$ cat config.mk
export PLATFORM = sky130hd
export DESIGN_NAME = adc_scan_ctrl
export DESIGN_NICKNAME = d
export VERILOG_FILES = /design/src/rtl/adc_scan_pkg.sv /design/src/rtl/adc_sync_edge.sv /design/src/rtl/adc_ctrl_reg.sv /design/src/rtl/adc_scan_fsm.sv /design/src/rtl/adc_scan_ctrl.sv
export SDC_FILE = /design/constraint.sdc
export NUM_CORES = 1
export LEC_CHECK = 0
export BUFFER_PORTS_ARGS = -buffer_cell sky130_fd_sc_hd__buf_2
export CAP_MARGIN = 10
export CORE_UTILIZATION = 30
export DETAILED_ROUTE_END_ITERATION = 8
export PLACE_DENSITY_LB_ADDON = 0.12
export RECOVER_POWER = 100
export REMOVE_ABC_BUFFERS = 1
export SYNTH_ARGS = -nofsm -noshare
export SYNTH_HDL_FRONTEND = slang
export SYNTH_SLANG_ARGS = --single-unit
$ cat constraint.sdc
create_clock -name clk_i -period 1.3 [get_ports clk_i]
set_input_delay 0.13 -clock clk_i [delete_from_list [all_inputs] [get_ports clk_i]]
set_output_delay 0.13 -clock clk_i [all_outputs]
set_load 0.01 [all_outputs]
$ cat src/rtl/adc_scan_pkg.sv
package adc_scan_pkg;
  localparam int unsigned CTRL_W      = 16;
  localparam int unsigned MODE_W      = 3;
  localparam int unsigned BIT_RSVD    = 15;
  localparam int unsigned BIT_STOP    = 14;
  localparam int unsigned BIT_START   = 13;
  localparam int unsigned BIT_SYNC_EN = 12;

  // modes 000 and 001 are single-trigger modes
  function automatic logic mode_is_once(input logic [MODE_W-1:0] mode);
    return (mode[MODE_W-1:1] == '0);
  endfunction
endpackage

$ cat src/rtl/adc_sync_edge.sv
module adc_sync_edge #(
  parameter int unsigned STAGES = 2
) (
  input  logic clk_i,
  input  logic rst_ni,
  input  logic async_i,
  output logic rise_o
);
  logic [STAGES-1:0] chain_q;
  logic              prev_q;

  generate
    for (genvar i = 0; i < STAGES; i++) begin : g_stage
      if (i == 0) begin : g_first
        always_ff @(posedge clk_i or negedge rst_ni)
          if (!rst_ni) chain_q[i] <= 1'b0;
          else         chain_q[i] <= async_i;
      end else begin : g_next
        always_ff @(posedge clk_i or negedge rst_ni)
          if (!rst_ni) chain_q[i] <= 1'b0;
          else         chain_q[i] <= chain_q[i-1];
      end
    end
  endgenerate

  always_ff @(posedge clk_i or negedge rst_ni)
    if (!rst_ni) prev_q <= 1'b0;
    else         prev_q <= chain_q[STAGES-1];

  assign rise_o = chain_q[STAGES-1] & ~prev_q;

  assert_single_pulse_R13: assert property (@(posedge clk_i) disable iff (!rst_ni)
    rise_o |=> !rise_o);
endmodule

$ cat src/rtl/adc_ctrl_reg.sv
module adc_ctrl_reg
  import adc_scan_pkg::*;
(
  input  logic              clk_i,
  input  logic              rst_ni,
  input  logic              wr_i,
  input  logic [CTRL_W-1:0] wdata_i,
  input  logic              sync_clr_i,
  output logic              stop_o,
  output logic              stop_nxt_o,
  output logic              start_req_o,
  output logic              sync_en_o,
  output logic [MODE_W-1:0] mode_o,
  output logic [CTRL_W-1:0] rdata_o
);
  logic              stop_q, sync_en_q;
  logic [MODE_W-1:0] mode_q;
  logic              unused_bits;

  assign unused_bits = ^{wdata_i[BIT_RSVD], wdata_i[BIT_SYNC_EN-1:MODE_W]};

  assign stop_nxt_o  = wr_i ? wdata_i[BIT_STOP] : stop_q;
  assign start_req_o = wr_i & wdata_i[BIT_START];

  always_ff @(posedge clk_i or negedge rst_ni) begin
    if (!rst_ni) begin
      stop_q    <= 1'b0;
      sync_en_q <= 1'b0;
      mode_q    <= '0;
    end else begin
      stop_q <= stop_nxt_o;
      if (wr_i) mode_q <= wdata_i[MODE_W-1:0];
      // self-clear wins over a same-cycle write
      if (sync_clr_i)  sync_en_q <= 1'b0;
      else if (wr_i)   sync_en_q <= wdata_i[BIT_SYNC_EN];
    end
  end

  always_comb begin
    rdata_o                 = '0;
    rdata_o[BIT_STOP]       = stop_q;
    rdata_o[BIT_SYNC_EN]    = sync_en_q;
    rdata_o[MODE_W-1:0]     = mode_q;
  end

  assign stop_o    = stop_q;
  assign sync_en_o = sync_en_q;
  assign mode_o    = mode_q;

  assert_once_clear_R9: assert property (@(posedge clk_i) disable iff (!rst_ni)
    sync_clr_i |=> !sync_en_q);
endmodule

$ cat src/rtl/adc_scan_fsm.sv
module adc_scan_fsm
  import adc_scan_pkg::*;
(
  input  logic              clk_i,
  input  logic              rst_ni,
  input  logic              start_req_i,
  input  logic              sync_rise_i,
  input  logic              sync_en_i,
  input  logic              stop_nxt_i,
  input  logic              pause_i,
  input  logic              done_i,
  input  logic [MODE_W-1:0] mode_i,
  output logic              busy_o,
  output logic              sample_req_o,
  output logic              sync_clr_o
);
  logic busy_q, req_q;
  logic start_ok, sync_ok, new_scan, resume;

  assign start_ok = start_req_i & ~stop_nxt_i & ~busy_q;
  assign sync_ok  = sync_rise_i & sync_en_i & ~stop_nxt_i & (~busy_q | pause_i);
  assign new_scan = start_ok | (sync_ok & ~busy_q);
  assign resume   = sync_ok & busy_q & ~done_i;
  assign sync_clr_o = sync_ok & mode_is_once(mode_i);

  always_ff @(posedge clk_i or negedge rst_ni) begin
    if (!rst_ni) begin
      busy_q <= 1'b0;
      req_q  <= 1'b0;
    end else begin
      req_q <= new_scan | resume;
      if (stop_nxt_i)    busy_q <= 1'b0;
      else if (new_scan) busy_q <= 1'b1;
      else if (done_i)   busy_q <= 1'b0;
    end
  end

  assign busy_o       = busy_q;
  assign sample_req_o = req_q;

  assert_req_needs_busy_R10: assert property (@(posedge clk_i) disable iff (!rst_ni)
    req_q |-> busy_q);
  assert_start_has_req_R5: assert property (@(posedge clk_i) disable iff (!rst_ni)
    $rose(busy_q) |-> req_q);
  assert_done_clears_R11: assert property (@(posedge clk_i) disable iff (!rst_ni)
    (busy_q && done_i && !new_scan) |=> !busy_q);
endmodule

$ cat src/rtl/adc_scan_ctrl.sv
module adc_scan_ctrl
  import adc_scan_pkg::*;
#(
  parameter int unsigned SYNC_STAGES = 2
) (
  input  logic              clk_i,
  input  logic              rst_ni,
  input  logic              reg_wr_i,
  input  logic [CTRL_W-1:0] reg_wdata_i,
  output logic [CTRL_W-1:0] reg_rdata_o,
  input  logic              sync_i,
  input  logic              pause_i,
  input  logic              scan_done_i,
  output logic              busy_o,
  output logic              sample_req_o
);
  logic              sync_rise, stop_q, stop_nxt, start_req, sync_en, sync_clr;
  logic [MODE_W-1:0] mode;

  adc_sync_edge #(.STAGES(SYNC_STAGES)) u_sync (
    .clk_i   (clk_i),
    .rst_ni  (rst_ni),
    .async_i (sync_i),
    .rise_o  (sync_rise)
  );

  adc_ctrl_reg u_reg (
    .clk_i       (clk_i),
    .rst_ni      (rst_ni),
    .wr_i        (reg_wr_i),
    .wdata_i     (reg_wdata_i),
    .sync_clr_i  (sync_clr),
    .stop_o      (stop_q),
    .stop_nxt_o  (stop_nxt),
    .start_req_o (start_req),
    .sync_en_o   (sync_en),
    .mode_o      (mode),
    .rdata_o     (reg_rdata_o)
  );

  adc_scan_fsm u_fsm (
    .clk_i        (clk_i),
    .rst_ni       (rst_ni),
    .start_req_i  (start_req),
    .sync_rise_i  (sync_rise),
    .sync_en_i    (sync_en),
    .stop_nxt_i   (stop_nxt),
    .pause_i      (pause_i),
    .done_i       (scan_done_i),
    .mode_i       (mode),
    .busy_o       (busy_o),
    .sample_req_o (sample_req_o),
    .sync_clr_o   (sync_clr)
  );

  assert_stop_idle_R3: assert property (@(posedge clk_i) disable iff (!rst_ni)
    stop_q |-> !busy_o);
  assert_stop_no_req_R4: assert property (@(posedge clk_i) disable iff (!rst_ni)
    stop_q |-> !sample_req_o);
endmodule

Word-level counts from Yosys, hierarchy flattened
Index checks and enable logic that the tools add are counted.

operators by class
  mux-type cells = 6
  bitwise gates (word level) = 18
  reductions and logical operators = 3

operators by type and width
  kind                number
  AND 1 bit           11
  2-to-1 mux 1 bit    6
  NOT 1 bit           4
  OR 1 bit            3
  nonzero test 3 bit  1
  zero test 2 bit     1
  nonzero test 2 bit  1

word-level totals
  register bits = 10
  input bits = 22

Longest topological paths before layout
  word-level depth = 9
  mapped depth = 4
  mapped depth without buffers = 3

Hierarchy
A second synthesis with hierarchy kept.

unflattened totals
  cells, all modules = 44
  area, all modules = 539.3 µm²

modules (own cells, without submodules)
  module         instances  cells an instance  area each (µm²)
  adc_ctrl_reg   1          30                 341.6
  adc_scan_fsm   1          10                 108.9
  adc_sync_edge  1          4                  88.8

Worst setup path after synthesis
No wires, ideal clock.

  kind = register to register
  from = register u_reg.stop_q (netlist: u_reg.stop_o)
  to = register u_fsm.req_q (netlist: u_fsm.sample_req_o)
  arrival time = 1.153 ns
  slack = 0.051 ns
  cell stages (with the launch flop) = 4
  path buffers = 0
  clock period less this slack = 1.249 ns
  path through = dfrtp_1 -> mux2_4 -> or4b_1 -> o31ai_1

on the way
  word-level cells in the longest chain between the ends = 7
  elaborated cells between the ends (all ways) = 11
  those cells by class = 1 x mux; 10 x bitwise

ends and longest elaborated chain
  element                                       RTL line                                source
  start: declaration                            adc_ctrl_reg.sv:16                      logic stop_q, sync_en_q;
  start signal: assignment                      adc_ctrl_reg.sv:31                      stop_q <= stop_nxt_o;
  2-to-1 mux 1 bit (*)                          adc_ctrl_reg.sv:22                      assign stop_nxt_o = wr_i ? wdata_i[BIT_STOP] : stop_q;
  net stop_nxt                                  adc_scan_ctrl.sv:17                     logic sync_rise, stop_q, stop_nxt, start_req, sync_en, sync_clr;
  NOT 1 bit (*)                                 adc_scan_fsm.sv:20, adc_scan_fsm.sv:21
  AND 1 bit (2 in series)                       adc_scan_fsm.sv:21                      assign sync_ok = sync_rise_i & sync_en_i & ~stop_nxt_i & (~busy_q | pause_i);
  AND 1 bit, on equally long branches           adc_scan_fsm.sv:22, adc_scan_fsm.sv:23
  OR 1 bit / AND 1 bit (equally long branches)  adc_scan_fsm.sv:22, adc_scan_fsm.sv:23
  OR 1 bit (*)                                  adc_scan_fsm.sv:31                      req_q <= new_scan | resume;
  end signal: assignment                        adc_scan_fsm.sv:31
  end: declaration                              adc_scan_fsm.sv:17                      logic busy_q, req_q;

Mark *: on every way through the listed nets, which the timed path passes. The rest lies on a longest branch.
A chain may end at the register's enable or synchronous reset.

Worst setup path in the final report
Same ends and word-level chain as after synthesis.

==> metrics.sh <==
RESULT_OF_THE_RUN='finished clean'
GRT_ANTENNA_BEFORE_REPAIR=0
FIRST_GLOBAL_VIAS=312
SYNTH_ADDER_AREA_SHARE=0
CLOCK_SKEW_NS=0.00445
SYNTH_AREA_PER_CELL_UM2=12.3
FINAL.HOLD.WORST_SLACK_NS=0.0413
TIMING.CRITICAL_PATH.MAX_DELAY_FAMILY='simple AND/OR/NAND/NOR gates'
CTSROOTBUFFERMASTER='sky130_fd_sc_hd__clkbuf_4'
FINAL_MIN_PERIOD_OVER_CLOCK_PERIOD=0.983
DRT_ITER0_DRC=1
HOLD_START='scan_done_i'
WORST-SLEW-PIN-TRANSITION_NS=0.527
SYNTH.AREA.MUX_SHARE=0.120
FIN_TOTAL_PWR_uW=754
SLEW_HEADROOM=0.649
CTS.CLK_SLEW.WORST_PATHS_NS=0.07
GP_CONGESTION=0.646
START_UTIL=0.323
CTS_TREE='done'
POST_SYNTH_XOR_AREA_FRACTION=0
SETUP_VIOLATIONS=0
DP_HPWL_UM=597
IO_BUFFERS=18
VIASPERCELL=4.04
DRCVIOLATIONCOUNT=0
COREAREA_MM2=0.00152
REGTOREGSETUPSLACK_NS=0.02
POST_SYNTH_INST_COUNT=40
P_LEAK_uW=0.000304
FLOORPLAN.DIE.HEIGHT_UM=42.5
ANTENNA_CELLS=0
TIMING.CRITICAL_PATH.CELLS='mux2_4 > or4b_1 > o31ai_1'
GRT_SETUP_UNREPAIRED='true'
CRITICAL_PATH.MAX_STAGE_DELAY_NS=0.46
POST_SYNTH_NUM_CELL_TYPES=14
DRT_FIRST_PASS_ITERS=2
CTS.SINK_COUNT=10
IO_PINS=40
GLOBAL_ROUTE.OVERFLOW_TOTAL=0
STARTPOINT_OF_THE_WORST_SETUP_TIMING_PATH='u_reg.stop_o'
ROUTEDWLPERCELL_UM=9.73
HTREE_NUM_LEVELS=1
ANT_NETS_AFTER_ROUTE=0
FINAL_NET_COUNT=85
CTS_RESIZED=0
CLOCK_TREE.BUFFER_DEPTH=2
REQUIRED_ARRIVAL_TIME_AT_THE_WORST_ENDPOINT_NS=1.48
GRT_UTIL_ALL_LAYERS=0.107
GRT_PASS1_WL_MM=1.32
CP_MAX_FO=2
DETAIL_ROUTE.WIRELENGTH_UM=759
POST_SYNTH_INSTANCE_AREA_UM2=492
SYNTH.YOSYS.SEQ_AREA_SHARE=0.509
DIE_WIDTH_UM=42.5
GRT_START_MAX_NET_PINS=11
CP-END-KIND='register'
YOSYS_REGISTER_BITS=10
HOLD-PATH-CELL-COUNT=2
AREAGROWTHSYNTHTOFINISH_PCT=20.9
SYNTH-COMPOUND-AREA-SHARE=0.0814
FINALMAXSLEWVIOLATIONS=0
FINALWORSTPATHREQUIREDPERIOD_NS=1.28
WORST-PATH-STAGES=3
CRITPATHBUFINV=0
DRIVE_GT1_FRAC=0.355
WORST-R2R-CELL-COUNT=3
TIMING.SETUP.CRITICAL_PATH_CLASS='reg -> reg'
MAIN_COMBINATIONAL_CELL_FAMILY_BY_AREA_AFTER_SYNTHESIS='buffers and inverters'
ARRIVAL_NS=1.45
VDD_DROP_MAX_mV=0.576
CLK_LATENCY_NS=0.27
VIAS=315
FINAL_HOLD_VIOLATION_COUNT=0
SYNTH_WARNINGS=0
NUMBER_OF_STANDARD_CELL_ROWS_IN_THE_FLOORPLAN=14
CAP_VIOLATIONS=0
FLOORPLAN.DIE_AREA_MM2=0.00180
POWER_PER_CELL_AREA_mW_PER_MM2=1270
TIMING.FMAX_MHz=783
HOLD_CLASS='in -> reg'
WORSTREG2REGSTART='u_reg.stop_o'
CRIT_PATH_TOP_DELAY_CELL='sky130_fd_sc_hd__or4b_1'
SYNTH_SIMPLE_GATE_AREA_SHARE=0.0534
CTS_BUFS_INSERTED=3
CRIT_PATH_START_KIND='register'
power breakdown:
part | total, uW | internal [uW] | switching, uW
clock | 278 | 170 | 108
sequential | 355 | 339 | 16.8
combinational | 120 | 56.5 | 63.8
Yosys cell counts:
library cell	n	share of area
sky130_fd_sc_hd__conb_1	1	0.0076
sky130_fd_sc_hd__dfrtp_1	10	0.51
sky130_fd_sc_hd__or4b_1	1	0.020
sky130_fd_sc_hd__inv_1	1	0.0076
sky130_fd_sc_hd__a211oi_1	3	0.046
sky130_fd_sc_hd__a21oi_1	2	0.020
sky130_fd_sc_hd__buf_4	13	0.20
sky130_fd_sc_hd__and2b_1	1	0.015
sky130_fd_sc_hd__o31ai_1	1	0.015
sky130_fd_sc_hd__buf_6	1	0.023
sky130_fd_sc_hd__mux2_4	1	0.031
sky130_fd_sc_hd__mux2_2	3	0.069
sky130_fd_sc_hd__mux2i_1	1	0.020
sky130_fd_sc_hd__and3b_1	1	0.018
cell families (layout without fill, tap and decap cells):
| kind of cell | count (synthesis) | count (layout) |
|---|---|---|
| flops | 10 | 10 |
| simple gates | 3 | 3 |
| compound gates | 6 | 6 |
| mux | 5 | 5 |
| buf+inv | 15 | 27 |
| other cells | 1 | 11 |
flip-flops by register name, indices dropped and copies added, names as in the netlist:
signal              cells
u_fsm.busy_o            1
u_fsm.sample_req_o      1
u_reg.mode_o            3
u_reg.stop_o            1
u_reg.sync_en_o         1
u_sync.chain_q          2
u_sync.prev_q           1
per-stage QoR:
step | utilization | area [um2] | std cells | TNS (ns) | setup slack (ns)
global placement | 0.358 | 546 | 72 | 0 | 0.0339
floorplan | - | 420 | 36 | 0 | 0.00133
detailed placement | 0.358 | 546 | 72 | 0 | 0.0357
global route | 0.390 | 594 | 78 | -0.0360 | -0.0360
CTS | 0.395 | 602 | 78 | 0 | 0.0212
finish | 0.390 | 594 | 78 | 0 | 0.0223
area by class of cell:
class	instances	area (um2)
fill	147	930
sequential	10	250
multi-input combinational	25	166
timing repair buffer	22	118
clock buffer	4	36.3
tap	16	20.0
inverter	1	3.75
worst register-to-register path, delay by kind of cell, from the launching register on:
kind,cells,cell delay [ns]
simple gates,1,0.46
mux,1,0.27
flops,1,0.37
compound gates,1,0.08
path summary, 6_finish.rpt:
check,to
max in group asynchronous,u_reg.mode_o[0]
hold reg to reg,u_sync.chain_q[1]
setup / recovery,u_fsm.sample_req_o
setup reg to reg,u_fsm.sample_req_o
min in group asynchronous,u_fsm.sample_req_o
hold / removal,u_fsm.busy_o
layer usage:
layer	wire, um	GRT usage	share of wire
met5	0	0	0
met4	5	0.0563	0.0066
met3	93	0.0862	0.12
met2	320	0.148	0.42
met1	339	0.114	0.45
layout by cell type, fill, tap and decap left out:
cell                            instances
sky130_fd_sc_hd__buf_2                 12
sky130_fd_sc_hd__a211oi_1               3
sky130_fd_sc_hd__dfrtp_1               10
sky130_fd_sc_hd__and2b_1                1
sky130_fd_sc_hd__inv_1                  1
sky130_fd_sc_hd__a21oi_1                2
sky130_fd_sc_hd__and3b_1                1
sky130_fd_sc_hd__or4b_1                 1
sky130_fd_sc_hd__mux2i_1                1
sky130_fd_sc_hd__clkbuf_1               6
sky130_fd_sc_hd__mux2_2                 3
sky130_fd_sc_hd__mux2_4                 1
sky130_fd_sc_hd__conb_1                11
sky130_fd_sc_hd__clkbuf_8               1
sky130_fd_sc_hd__buf_4                  2
sky130_fd_sc_hd__o31ai_1                1
sky130_fd_sc_hd__clkbuf_4               3
sky130_fd_sc_hd__dlygate4sd3_1          2
timing repair:
action,in CTS,in global routing
hold buffers,2,0
setup buffers,0,0
endpoints found under the setup margin,0,1
endpoints found under the hold margin,11,0
Note: power is estimated with default switching activity, not from simulation.
